**src/rtl/mp_wake_rx_pkg.sv**
```systemverilog
package mp_wake_rx_pkg;

  localparam int unsigned REG_AW = 2;

  typedef enum logic [REG_AW-1:0] {
    ADDR_CTRL = 2'd0,
    ADDR_STAT = 2'd1,
    ADDR_DATA = 2'd2,
    ADDR_NONE = 2'd3
  } reg_addr_e;

  // control register, bit 3 down to bit 0
  typedef struct packed {
    logic rx_ie;
    logic wake_arm;
    logic mp_fmt;
    logic sync_sel;
  } ctrl_t;

  // status register, bit 3 down to bit 0
  typedef struct packed {
    logic mpb;
    logic ore;
    logic fer;
    logic full;
  } stat_t;

  typedef enum logic [1:0] {
    ST_IDLE,
    ST_START,
    ST_BITS,
    ST_STOP
  } rx_state_e;

endpackage

```
**src/rtl/mp_wake_rx_tick.sv**
```systemverilog
module mp_wake_rx_tick #(
  parameter int unsigned CLK_DIV = 8
) (
  input  logic clk_i,
  input  logic rst_ni,
  input  logic rxd_i,
  output logic rxd_o,
  output logic tick_o
);

  logic [1:0] sync_q;

  always_ff @(posedge clk_i or negedge rst_ni) begin
    if (!rst_ni) sync_q <= 2'b11;
    else         sync_q <= {sync_q[0], rxd_i};
  end

  assign rxd_o = sync_q[1];

  generate
    if (CLK_DIV > 1) begin : g_div
      localparam int unsigned CW = $clog2(CLK_DIV);
      localparam logic [CW-1:0] LAST = CW'(CLK_DIV - 1);
      logic [CW-1:0] cnt_q;

      always_ff @(posedge clk_i or negedge rst_ni) begin
        if (!rst_ni)            cnt_q <= '0;
        else if (cnt_q == LAST) cnt_q <= '0;
        else                    cnt_q <= cnt_q + 1'b1;
      end

      assign tick_o = (cnt_q == LAST);

      p_tick_spacing_r2: assert property (@(posedge clk_i) disable iff (!rst_ni)
        tick_o |=> !tick_o);
    end else begin : g_nodiv
      assign tick_o = 1'b1;
    end
  endgenerate

endmodule

```
**src/rtl/mp_wake_rx_deframe.sv**
```systemverilog
module mp_wake_rx_deframe
  import mp_wake_rx_pkg::*;
#(
  parameter int unsigned DATA_W = 8,
  parameter int unsigned OVS    = 16
) (
  input  logic              clk_i,
  input  logic              rst_ni,
  input  logic              tick_i,
  input  logic              rxd_i,
  input  logic              mp_fmt_i,
  output logic              vld_o,
  output logic [DATA_W-1:0] data_o,
  output logic              mpb_o,
  output logic              stop_ok_o,
  output logic              has_mp_o
);

  localparam int unsigned CW = $clog2(OVS);
  localparam int unsigned IW = $clog2(DATA_W + 2);
  localparam logic [CW-1:0] MID_START = CW'(OVS / 2 - 1);
  localparam logic [CW-1:0] MID_BIT   = CW'(OVS - 1);

  rx_state_e         st_q;
  logic [CW-1:0]     cnt_q;
  logic [IW-1:0]     idx_q;
  logic [DATA_W-1:0] shr_q;
  logic              mpb_q, has_mp_q, vld_q, stop_q;
  logic              bit_mid, last_bit;

  assign bit_mid  = (cnt_q == MID_BIT);
  assign last_bit = has_mp_q ? (idx_q == IW'(DATA_W)) : (idx_q == IW'(DATA_W - 1));

  always_ff @(posedge clk_i or negedge rst_ni) begin
    if (!rst_ni) begin
      st_q     <= ST_IDLE;
      cnt_q    <= '0;
      idx_q    <= '0;
      shr_q    <= '0;
      mpb_q    <= 1'b0;
      has_mp_q <= 1'b0;
      vld_q    <= 1'b0;
      stop_q   <= 1'b0;
    end else begin
      vld_q <= 1'b0;
      if (tick_i) begin
        unique case (st_q)
          ST_IDLE: begin
            if (!rxd_i) begin
              st_q     <= ST_START;
              cnt_q    <= '0;
              mpb_q    <= 1'b0;
              has_mp_q <= mp_fmt_i;
            end
          end
          ST_START: begin
            if (cnt_q == MID_START) begin
              cnt_q <= '0;
              idx_q <= '0;
              st_q  <= rxd_i ? ST_IDLE : ST_BITS;  // glitch rejection
            end else begin
              cnt_q <= cnt_q + 1'b1;
            end
          end
          ST_BITS: begin
            if (bit_mid) begin
              cnt_q <= '0;
              idx_q <= idx_q + 1'b1;
              if (idx_q < IW'(DATA_W)) shr_q <= {rxd_i, shr_q[DATA_W-1:1]};
              else                     mpb_q <= rxd_i;
              if (last_bit) st_q <= ST_STOP;
            end else begin
              cnt_q <= cnt_q + 1'b1;
            end
          end
          ST_STOP: begin
            if (bit_mid) begin
              cnt_q  <= '0;
              vld_q  <= 1'b1;
              stop_q <= rxd_i;
              st_q   <= ST_IDLE;
            end else begin
              cnt_q <= cnt_q + 1'b1;
            end
          end
          default: st_q <= ST_IDLE;
        endcase
      end
    end
  end

  assign vld_o     = vld_q;
  assign data_o    = shr_q;
  assign mpb_o     = mpb_q;
  assign stop_ok_o = stop_q;
  assign has_mp_o  = has_mp_q;

  p_frame_pulse_r2: assert property (@(posedge clk_i) disable iff (!rst_ni)
    vld_o |=> !vld_o);

  p_no_mpb_without_fmt_r2: assert property (@(posedge clk_i) disable iff (!rst_ni)
    (vld_o && !has_mp_o) |-> !mpb_o);

endmodule

```
**src/rtl/mp_wake_rx_regs.sv**
```systemverilog
module mp_wake_rx_regs
  import mp_wake_rx_pkg::*;
#(
  parameter int unsigned DATA_W = 8
) (
  input  logic              clk_i,
  input  logic              rst_ni,
  input  logic              we_i,
  input  logic [REG_AW-1:0] addr_i,
  input  logic [DATA_W-1:0] wdata_i,
  input  logic              frm_vld_i,
  input  logic [DATA_W-1:0] frm_data_i,
  input  logic              frm_mpb_i,
  input  logic              frm_stop_ok_i,
  input  logic              frm_has_mp_i,
  output logic              mp_fmt_o,
  output logic [DATA_W-1:0] rdata_o,
  output logic              rxi_o,
  output logic              eri_o
);

  ctrl_t             ctrl_q;
  stat_t             stat_q;
  logic [DATA_W-1:0] data_q;

  logic       filt_on, drop, accept, wake, wr_ctrl, wr_stat;
  logic [2:0] clr;
  logic       unused_wdata;

  assign unused_wdata = ^wdata_i[DATA_W-1:4];

  assign wr_ctrl = we_i && (addr_i == ADDR_CTRL);
  assign wr_stat = we_i && (addr_i == ADDR_STAT);
  assign clr     = wr_stat ? ~wdata_i[2:0] : 3'b000;

  assign filt_on = ctrl_q.wake_arm && ctrl_q.mp_fmt && !ctrl_q.sync_sel;
  assign drop    = frm_vld_i && filt_on && !frm_mpb_i;
  assign accept  = frm_vld_i && !drop;
  assign wake    = accept && filt_on;

  always_ff @(posedge clk_i or negedge rst_ni) begin
    if (!rst_ni) begin
      ctrl_q <= '0;
    end else begin
      if (wr_ctrl) ctrl_q <= ctrl_t'(wdata_i[3:0]);
      if (wake)    ctrl_q.wake_arm <= 1'b0;  // hardware disarm beats write
    end
  end

  // flags: set by frame beats clear by write in the same cycle
  always_ff @(posedge clk_i or negedge rst_ni) begin
    if (!rst_ni) begin
      stat_q <= '0;
      data_q <= '0;
    end else begin
      stat_q.full <= (stat_q.full & ~clr[0]) | (accept & ~stat_q.full);
      stat_q.fer  <= (stat_q.fer  & ~clr[1]) | (accept & ~frm_stop_ok_i);
      stat_q.ore  <= (stat_q.ore  & ~clr[2]) | (accept &  stat_q.full);
      if (accept && frm_has_mp_i)  stat_q.mpb <= frm_mpb_i;
      if (accept && !stat_q.full)  data_q     <= frm_data_i;
    end
  end

  always_comb begin
    rdata_o = '0;
    unique case (reg_addr_e'(addr_i))
      ADDR_CTRL: rdata_o[3:0] = ctrl_q;
      ADDR_STAT: rdata_o[3:0] = stat_q;
      ADDR_DATA: rdata_o      = data_q;
      default:   rdata_o      = '0;
    endcase
  end

  assign mp_fmt_o = ctrl_q.mp_fmt;
  assign rxi_o    = stat_q.full & ctrl_q.rx_ie;
  assign eri_o    = (stat_q.fer | stat_q.ore) & ctrl_q.rx_ie;

  p_filter_gate_r3: assert property (@(posedge clk_i) disable iff (!rst_ni)
    (frm_vld_i && !(ctrl_q.wake_arm && ctrl_q.mp_fmt && !ctrl_q.sync_sel) && !stat_q.full)
      |=> stat_q.full);

  p_drop_silent_r4: assert property (@(posedge clk_i) disable iff (!rst_ni)
    (drop && !we_i) |=> ($stable(stat_q) && $stable(data_q)));

  p_wake_disarm_r5: assert property (@(posedge clk_i) disable iff (!rst_ni)
    wake |=> (!ctrl_q.wake_arm && stat_q.mpb));

  p_load_r2: assert property (@(posedge clk_i) disable iff (!rst_ni)
    (accept && !stat_q.full) |=> (stat_q.full && data_q == $past(frm_data_i)));

  p_fer_set_r7: assert property (@(posedge clk_i) disable iff (!rst_ni)
    (accept && !frm_stop_ok_i) |=> stat_q.fer);

  p_ovr_keep_r8: assert property (@(posedge clk_i) disable iff (!rst_ni)
    (accept && stat_q.full) |=> ($stable(data_q) && stat_q.ore));

endmodule

```
**src/rtl/mp_wake_rx.sv**
```systemverilog
module mp_wake_rx
  import mp_wake_rx_pkg::*;
#(
  parameter int unsigned CLK_DIV = 8,
  parameter int unsigned OVS     = 16,
  parameter int unsigned DATA_W  = 8
) (
  input  logic              clk_i,
  input  logic              rst_ni,
  input  logic              rxd_i,
  input  logic              we_i,
  input  logic [REG_AW-1:0] addr_i,
  input  logic [DATA_W-1:0] wdata_i,
  output logic [DATA_W-1:0] rdata_o,
  output logic              rxi_o,
  output logic              eri_o
);

  logic              rxd_s, tick;
  logic              frm_vld, frm_mpb, frm_stop_ok, frm_has_mp, mp_fmt;
  logic [DATA_W-1:0] frm_data;

  mp_wake_rx_tick #(
    .CLK_DIV(CLK_DIV)
  ) u_tick (
    .clk_i (clk_i),
    .rst_ni(rst_ni),
    .rxd_i (rxd_i),
    .rxd_o (rxd_s),
    .tick_o(tick)
  );

  mp_wake_rx_deframe #(
    .DATA_W(DATA_W),
    .OVS   (OVS)
  ) u_deframe (
    .clk_i    (clk_i),
    .rst_ni   (rst_ni),
    .tick_i   (tick),
    .rxd_i    (rxd_s),
    .mp_fmt_i (mp_fmt),
    .vld_o    (frm_vld),
    .data_o   (frm_data),
    .mpb_o    (frm_mpb),
    .stop_ok_o(frm_stop_ok),
    .has_mp_o (frm_has_mp)
  );

  mp_wake_rx_regs #(
    .DATA_W(DATA_W)
  ) u_regs (
    .clk_i        (clk_i),
    .rst_ni       (rst_ni),
    .we_i         (we_i),
    .addr_i       (addr_i),
    .wdata_i      (wdata_i),
    .frm_vld_i    (frm_vld),
    .frm_data_i   (frm_data),
    .frm_mpb_i    (frm_mpb),
    .frm_stop_ok_i(frm_stop_ok),
    .frm_has_mp_i (frm_has_mp),
    .mp_fmt_o     (mp_fmt),
    .rdata_o      (rdata_o),
    .rxi_o        (rxi_o),
    .eri_o        (eri_o)
  );

endmodule

```
**config.mk**
```make
export PLATFORM = sky130hd
export DESIGN_NAME = mp_wake_rx
export DESIGN_NICKNAME = d
export VERILOG_FILES = /design/src/rtl/mp_wake_rx_pkg.sv /design/src/rtl/mp_wake_rx_tick.sv /design/src/rtl/mp_wake_rx_deframe.sv /design/src/rtl/mp_wake_rx_regs.sv /design/src/rtl/mp_wake_rx.sv
export SDC_FILE = /design/constraint.sdc
export NUM_CORES = 1
export LEC_CHECK = 0
export BUFFER_PORTS_ARGS = -buffer_cell sky130_fd_sc_hd__buf_2
export CORE_MARGIN = 4
export CORE_UTILIZATION = 57
export CTS_CLUSTER_SIZE = 10
export DETAILED_ROUTE_END_ITERATION = 7
export PLACE_DENSITY_LB_ADDON = 0.3
export SYNTH_ARGS = -nofsm -noshare
export SYNTH_HDL_FRONTEND = slang
export SYNTH_SLANG_ARGS = --single-unit
```
**constraint.sdc**
```tcl
create_clock -name clk_i -period 2.5 [get_ports clk_i]
set_clock_uncertainty 0.2 [all_clocks]
set_input_delay 0.5 -clock clk_i [delete_from_list [all_inputs] [get_ports clk_i]]
set_output_delay 0.5 -clock clk_i [all_outputs]
set_load 0.03 [all_outputs]
```
==> results of run 1 <==
==> layout make-up <==
cell class	instances	share of cell area, %
Sequential cell	43	45.3
Tap cell	46	2.42
Inverter	9	1.42
Timing Repair Buffer	24	5.68
Multi-Input combinational cell	120	40.3
Clock inverter	2	1.47
Clock buffer	6	3.47
==> timing repair <==
item                       CTS  global route
hold endpoints to repair    18             0
hold buffers                 1             0
setup endpoints to repair    0             0
setup buffers                0             0
==> Yosys cell counts, types with 2 or more instances <==
cell type	number	share of area [%]
sky130_fd_sc_hd__mux2_4	8	5.7
sky130_fd_sc_hd__nand2_1	10	1.8
sky130_fd_sc_hd__dfstp_2	2	2.5
sky130_fd_sc_hd__nor2b_1	3	0.89
sky130_fd_sc_hd__nor3_1	2	0.48
sky130_fd_sc_hd__a211oi_1	3	1.1
sky130_fd_sc_hd__o21ai_0	14	3.3
sky130_fd_sc_hd__dfrtp_1	41	49
sky130_fd_sc_hd__mux2_2	14	7.5
sky130_fd_sc_hd__o211ai_1	2	0.71
sky130_fd_sc_hd__a21oi_1	4	0.95
sky130_fd_sc_hd__a31oi_1	2	0.59
sky130_fd_sc_hd__nand3b_1	2	0.71
sky130_fd_sc_hd__o31a_1	2	0.83
sky130_fd_sc_hd__mux2i_1	6	2.9
sky130_fd_sc_hd__nand3_1	7	1.7
sky130_fd_sc_hd__ha_1	5	3.0
sky130_fd_sc_hd__and2_1	5	1.5
sky130_fd_sc_hd__inv_1	9	1.6
sky130_fd_sc_hd__clkbuf_1	3	0.54
sky130_fd_sc_hd__nor2_1	4	0.71
sky130_fd_sc_hd__buf_2	2	0.48
sky130_fd_sc_hd__nand2b_1	2	0.59
==> per-layer routing <==
layer | up-vias | global-route usage (%) | routed length (um)
li1 | 696 | - | -
met1 | 731 | 24.9 | 1830
met2 | 33 | 32.4 | 1970
met3 | 5 | 6.48 | 192
met4 | 0 | 7.30 | 59
met5 | - | 0 | 0
==> kinds of logic after synthesis <==
| family | synth area share, % |
|---|---|
| DFF | 51.3 |
| muxes | 16.1 |
| adders and majority gates | 2.97 |
| xor gates and xnor gates | 0.833 |
| AOI/OAI and AO/OA | 11.1 |
| buffers and inverters | 3.15 |
| and+or+nand+nor | 14.6 |
==> stage by stage <==
stage	power (mW)	instance area [um^2]
2_1_floorplan	0.965	2100
3_3_place_gp	1.02	2250
3_5_place_dp	1.03	2250
4_1_cts	1.59	2380
5_1_grt	1.66	2380
6_report	1.58	2380
==> registers in the layout (all words and copies together), names as in the netlist, named ones only <==
signal               cells
u_regs.data_q            8
u_deframe.st_q           1
u_deframe.stop_ok_o      1
u_deframe.data_o         8
u_deframe.idx_q          4
u_tick.g_div.cnt_q       3
u_regs.ctrl_q            3
u_deframe.cnt_q          4
u_deframe.vld_o          1
u_tick.sync_q            2
u_regs.stat_q            4
u_regs.mp_fmt_o          1
u_deframe.mpb_o          1
u_deframe.has_mp_o       1
==> power by group <==
| group | internal, mW | switching (mW) |
|---|---|---|
| Clock | 0.323 | 0.231 |
| Combinational | 0.0921 | 0.110 |
| Sequential | 0.744 | 0.0773 |
| Total | 1.16 | 0.418 |
==> path summary, 6_finish.rpt <==
check / from / end / slack [ns] / cells past startpoint
min: rxd_i / u_tick.sync_q[0] / 0.10 / 1
max: u_deframe.cnt_q[0] / u_deframe.data_o[4] / 0.30 / 4
min in group asynchronous: rst_ni / u_deframe.st_q[0] / 0.46 / 2
min reg2reg: u_tick.sync_q[0] / u_tick.sync_q[1] / 0.16 / 0
max reg2reg: u_deframe.cnt_q[0] / u_deframe.data_o[4] / 0.30 / 4
max in group asynchronous: rst_ni / u_tick.sync_q[0] / 1.04 / 3
==> qor.log, run 1 <==
qor: die.number_of_placement_rows 21
qor: clocking.cts_root_buf sky130_fd_sc_hd__clkbuf_8
qor: cells_and_area.top_library_cells_by_usage_in_the_layout_fill_and_taps_aside sky130_fd_sc_hd__dfrtp_1 (41), sky130_fd_sc_hd__buf_2 (19), sky130_fd_sc_hd__o21ai_0 (14), sky130_fd_sc_hd__mux2_2 (14), sky130_fd_sc_hd__nand2_1 (10)
qor: sta.setup_viol 0
qor: grt.initial_antenna_violation_count 0
qor: placement.dpl.cell_count 241
qor: cells_and_area.num-nets-final 222
qor: clocking.tritoncts.num_buffers 5
qor: synthesis.mappedNetlistArea 2100 um^2
qor: die.die_y 68.7 um
qor: die.coreArea 3440 um^2
qor: detailed_routing.routedWlPerCell 16.2 um
qor: grt.first_global_vias 1498
qor: clocking.insertion_delay 0.30 ns
qor: setup_path.timing.critical_path.to_type register
qor: sta.timing.slew.headroom 55.1%
qor: cells_and_area.layout-drive-gt1-share 29.9%
qor: sta.drv_slew 0
qor: setup_path.critPathKind reg2reg
qor: sta.period_share 87.9%
qor: outcome.run_status completed
qor: setup_path.critical_path_peak_fanout 8
qor: min_path.worst_hold_path_type in2reg
qor: setup_path.start_kind register
qor: cells_and_area.util_after_layout 69.2%
qor: cells_and_area.layout.cells.most_common sky130_fd_sc_hd__dfrtp_1
qor: grt.gr-usage-all-layers 20.0%
qor: detailed_routing.totalWireLength 4050 um
qor: flow_run.drv_cap 0
qor: detailed_routing.drc_errors 0
qor: clocking.clk_path_buf_depth 2
qor: clocking.cts_repair_resize_count 0
qor: setup_path.slowest_cell_on_the_critical_path sky130_fd_sc_hd__or3_1
qor: detailed_routing.post_drt_via_cell_ratio 5.86
qor: detailed_routing.detailedRoute.firstIterationViolations 119
qor: sta.timing.fmax 455 MHz
qor: sta.hold-worst-slack 0.101 ns
qor: placement.detailedPlacementHpwl 2880 um
qor: cells_and_area.final_cell_count_without_fillers 250
qor: die.die_area 4730 um^2
qor: power.powerDensity 662 nW/um^2
qor: die.floorplan.initialDensity 61.1%
qor: clocking.cts_tree yes
qor: die.floorplan.io_pins 24
qor: cells_and_area.multiInputGateArea 958 um^2
qor: synthesis.synth_seq_area_share 51.3%
qor: power.cell_leakage_power 1.13 nW
qor: power.vdd_ir_drop_max 494 uV
qor: synthesis.synthFlopType sky130_fd_sc_hd__dfrtp_1
qor: placement.dp_slack 0.313 ns
qor: grt.grt_max_degree 21
qor: clocking.htree_num_levels 2
qor: cells_and_area.area_delta_synth_final 13.2%
qor: sta.tns 0 ns
qor: clocking.clock_sink_count 43
qor: synthesis.synth_enable_flop_cells 0
qor: cells_and_area.sequential_cell_area 1080 um^2
qor: sta.min_period 2.20 ns
qor: detailed_routing.dr_total_vias 1465
qor: detailed_routing.final_antenna_net_count 0
qor: sta.fin_ws 0.302 ns
qor: die.die_w 68.7 um
qor: detailed_routing.drt_first_pass_iters 4
qor: synthesis.synthesis.instances 178
qor: synthesis.nets_in_the_synthesized_netlist 197
qor: placement.final_weighted_congestion_in_routability_driven_placement 0.892
qor: setup_path.critical_path_arrival 2.18 ns
qor: sta.rsz0062_at_grt false
qor: sta.worst-slew-pin-transition 0.673 ns
qor: synthesis.synthesis.area_per_instance 11.8 um^2
qor: setup_path.timing.critical_path.buf_inv 0
qor: synthesis.synth_unique_cells 49
qor: cells_and_area.final.fill_count 252
qor: grt.grt_overflow 0
qor: setup_path.critical-path-max-stage-delay 0.61 ns
qor: synthesis.synthesis.yosys.warnings 0
qor: setup_path.path_cells ha_1, nand4_4, or3_1, mux2_4
qor: synthesis.synth_async_sr_flop_share 100%
qor: synthesis.ff_latch_count_synth 43
qor: setup_path.path_delay_family simple AND/OR/NAND/NOR gates
qor: sta.final-hold-violation-count 0
qor: placement.port_buffers 19
qor: clocking.register_clock_pin_slew_on_the_reported_worst_setup_and_hold_paths 0.08 ns
qor: setup_path.worstPathRequired 2.48 ns
qor: grt.grt_pass1_wl 6890 um
qor: cells_and_area.antennaDiodeCount 0
(Power assumes the default switching activity.)
==> run 2, diff against run 1 <==
--- a/config.mk
+++ b/config.mk
@@ -5,7 +5,8 @@
 export SDC_FILE = /design/constraint.sdc
 export NUM_CORES = 1
 export LEC_CHECK = 0
-export BUFFER_PORTS_ARGS = -buffer_cell sky130_fd_sc_hd__buf_2
+export ABC_CLOCK_PERIOD_IN_PS = 2500
+export BUFFER_PORTS_ARGS = -buffer_cell sky130_fd_sc_hd__clkbuf_2
 export CORE_MARGIN = 4
 export CORE_UTILIZATION = 57
 export CTS_CLUSTER_SIZE = 10
==> run 2 against run 1 <==
Net effect: register-to-register slack hardly changed; clock power is 22% lower; sequential share of layout area is 0.70 points higher; sequential power hardly changed; die area stayed put; power is 7.6% lower; count of clock-buffer cells in the layout is 1 lower; global-route usage hardly changed; fmax is 0.18% lower; routed wire length is 0.96% higher; largest cell class unchanged; largest power group unchanged; core utilization is 1.1 points lower; setup slack worse by 0.0040 ns.
==> qor.log, run 2 (synthesis results as in run 1) <==
qor: outcome.run_status completed
qor: setup_path.r2r_end u_deframe.data_o[4]
qor: clocking.register_clock_pin_slew_on_the_reported_worst_setup_and_hold_paths 0.08 ns [about the same]
qor: cells_and_area.area_delta_synth_final 11.5%
qor: grt.gr-usage-all-layers 20.0% [+0.021 points]
qor: setup_path.critical_path_peak_fanout 8 [unchanged]
qor: min_path.worst_hold_path_type in2reg
qor: clocking.htree_num_levels 2 [unchanged]
qor: setup_path.path_cells ha_1, nand4_4, or3_1, mux2_4
qor: clocking.cts_root_buf sky130_fd_sc_hd__clkbuf_8
qor: die.die_area 4730 um^2 [unchanged]
qor: grt.first_global_vias 1486 [-0.80%]
qor: power.power.share.switching 29.4% [+2.9 points]
qor: power.switching_power 428 uW [+2.4%]
qor: setup_path.start_kind register
qor: die.die_w 68.7 um [unchanged]
qor: setup_path.critical_path_arrival 2.18 ns [about the same]
qor: grt.grt_overflow 0 [unchanged]
qor: sta.tns 0 ns [unchanged]
qor: clocking.clock_sink_count 43 [unchanged]
qor: sta.period_share 88.1% [+0.16 points]
qor: setup_path.critPathKind reg2reg
qor: detailed_routing.drc_errors 0 [unchanged]
qor: placement.final_weighted_congestion_in_routability_driven_placement 0.892 [about the same]
qor: sta.timing.fmax 454 MHz [-0.18%]
qor: die.die_y 68.7 um [unchanged]
qor: sta.timing.slew.headroom 50.0% [-5.0 points]
qor: sta.min_period 2.20 ns [+0.00402 ns]
qor: power.seqPwrFrac 56.4% [+4.3 points]
qor: placement.placement.cell_area 2250 um^2 [-0.33%]
qor: detailed_routing.dr_total_vias 1482 [+1.2%]
qor: cells_and_area.final.fill_count 254 [+0.79%]
qor: detailed_routing.final_antenna_net_count 0 [unchanged]
qor: cells_and_area.util_after_layout 68.1% [-1.1 points]
qor: setup_path.crit-reg2reg-launch u_deframe.cnt_q[0]
qor: setup_path.critical-path-max-stage-delay 0.61 ns [about the same]
qor: grt.grt_max_degree 24 [+14%]
qor: clocking.cts_tree yes
qor: flow_run.drv_cap 0 [unchanged]
qor: power.power_frac_comb 14.0% [+1.2 points]
qor: setup_path.r2r.worst_path.cells 4 [unchanged]
qor: cells_and_area.sequential_cell_area 1080 um^2 [unchanged]
qor: setup_path.worstPathRequired 2.48 ns [about the same]
qor: detailed_routing.detailedRoute.firstIterationViolations 130 [+9.2%]
qor: detailed_routing.routedWlPerCell 16.4 um [+1.4%]
qor: cells_and_area.layout.cells.most_common sky130_fd_sc_hd__dfrtp_1
qor: sta.drv_slew 0 [unchanged]
qor: sta.final-hold-violation-count 0 [unchanged]
qor: setup_path.timing.critical_path.buf_inv 0 [unchanged]
qor: power.powerDensity 621 nW/um^2 [-6.2%]
qor: cells_and_area.layout-drive-gt1-share 29.6% [-0.35 points]
qor: clocking.clk_path_buf_depth 2 [unchanged]
qor: power.power.clock.fraction 29.6% [-5.5 points]
qor: setup_path.startpoint u_deframe.cnt_q[0]
qor: detailed_routing.totalWireLength 4090 um [+0.96%]
qor: cells_and_area.multiInputGateArea 958 um^2 [unchanged]
qor: sta.setup_viol 0 [unchanged]
qor: cells_and_area.num-nets-final 221 [-0.45%]
qor: power.vdd_ir_drop_max 367 uV [-26%]
qor: sta.worst-slew-pin-transition 0.748 ns [+0.0751 ns]
qor: die.coreArea 3440 um^2 [unchanged]
qor: min_path.worst_hold_path_startpoint rxd_i
qor: setup_path.reg2reg_setup_slack 0.30 ns [about the same]
qor: clocking.insertion_delay 0.29 ns [about the same]
qor: placement.port_buffers 19 [unchanged]
qor: grt.grt_pass1_wl 6910 um [+0.29%]
qor: setup_path.timing.critical_path.to_type register
qor: cells_and_area.antennaDiodeCount 0 [unchanged]
qor: die.floorplan.initialDensity 61.1% [unchanged]
qor: setup_path.cp_num_cells 4 [unchanged]
qor: power.cell_leakage_power 1.10 nW [-2.8%]
qor: die.floorplan.io_pins 24 [unchanged]
qor: placement.detailedPlacementHpwl 2920 um [+1.5%]
qor: setup_path.worst_setup_path_endpoint u_deframe.data_o[4]
qor: cells_and_area.post-route-cell-area 2340 um^2 [-1.5%]
qor: detailed_routing.post_drt_via_cell_ratio 5.95 [+1.6%]
qor: setup_path.path_delay_family simple AND/OR/NAND/NOR gates
qor: detailed_routing.drt_first_pass_iters 4 [unchanged]
qor: grt.initial_antenna_violation_count 0 [unchanged]
qor: setup_path.slowest_cell_on_the_critical_path sky130_fd_sc_hd__or3_1
qor: die.number_of_placement_rows 21 [unchanged]
qor: sta.rsz0062_at_grt false
qor: power.internal_power 1.03 mW [-11%]
qor: cells_and_area.top_library_cells_by_usage_in_the_layout_fill_and_taps_aside sky130_fd_sc_hd__dfrtp_1 (41), sky130_fd_sc_hd__clkbuf_2 (19), sky130_fd_sc_hd__o21ai_0 (14), sky130_fd_sc_hd__mux2_2 (14), sky130_fd_sc_hd__nand2_1 (10)
qor: clocking.tritoncts.num_buffers 5 [unchanged]
-- run 2: cell types whose count changed in the layout (fill, tap and decap cells not counted) --
cell,before,now
sky130_fd_sc_hd__buf_2,19,0
sky130_fd_sc_hd__clkbuf_2,0,19
sky130_fd_sc_hd__clkinvlp_4,0,2
sky130_fd_sc_hd__buf_4,4,3
sky130_fd_sc_hd__bufinv_16,1,0
sky130_fd_sc_hd__clkbuf_8,6,5
-- run 2: worst min path at each step --
stage | slack [ns] | cells past startpoint | end
final | 0.09 | 1 | u_tick.sync_q[0]
after detailed placement | 0.15 | 0 | u_tick.sync_q[1]
after floorplan | 0.004 | 0 | async pin
after CTS | 0.08 | 1 | u_tick.sync_q[0]
after global routing | 0.07 | 1 | u_tick.sync_q[0]
after global placement | 0.15 | 0 | u_tick.sync_q[1]
-- run 2: metal layers --
metal  wire length (um)  vias up  global-route usage, %
met3                230       10                   5.02
li1                   -      697                      -
met2               2020       50                   31.9
met5                  0        -                      0
met1               1770      725                   25.7
met4                 82        0                   8.76
-- run 2: power by group through the flow --
stage	clock [mW]	combinational (mW)	sequential, mW
floorplan	0	0.175	0.790
global placement	0	0.189	0.827
detailed placement	0	0.202	0.833
CTS	0.442	0.206	0.820
global route	0.475	0.226	0.830
finish	0.431	0.204	0.821
-- run 2: repair_timing --
item,in CTS,in global routing
buffers inserted,0,0
resized for setup,0,0
hold buffers,1,0
endpoints found under the hold margin,18,0
-- run 2: layout make-up --
class                   instances  share of cell area, %
clock buffers                   5                   2.93
clock inverters                 3                  0.854
flip-flops and latches         43                   46.0
repair buffers                 23                   5.44
inverters                       9                   1.44
multi-input cells             120                   40.9
well taps                      46                   2.45
-- run 2: worst reg2reg max path: stages, from the launching register on --
cell	delay, ns
sky130_fd_sc_hd__dfrtp_1	0.39
sky130_fd_sc_hd__ha_1	0.33
sky130_fd_sc_hd__nand4_4	0.18
sky130_fd_sc_hd__or3_1	0.61
sky130_fd_sc_hd__mux2_4	0.38
-- run 2: through the flow --
stage	worst slack, ns	instances	total power [mW]	hold slack, ns
after floorplan	0.228	178	0.965	0.00441
after global placement	0.345	240	1.02	0.146
after detailed placement	0.299	240	1.04	0.149
after CTS	0.293	249	1.47	0.0779
after global routing	0.207	249	1.53	0.0734
final	0.298	249	1.46	0.0855
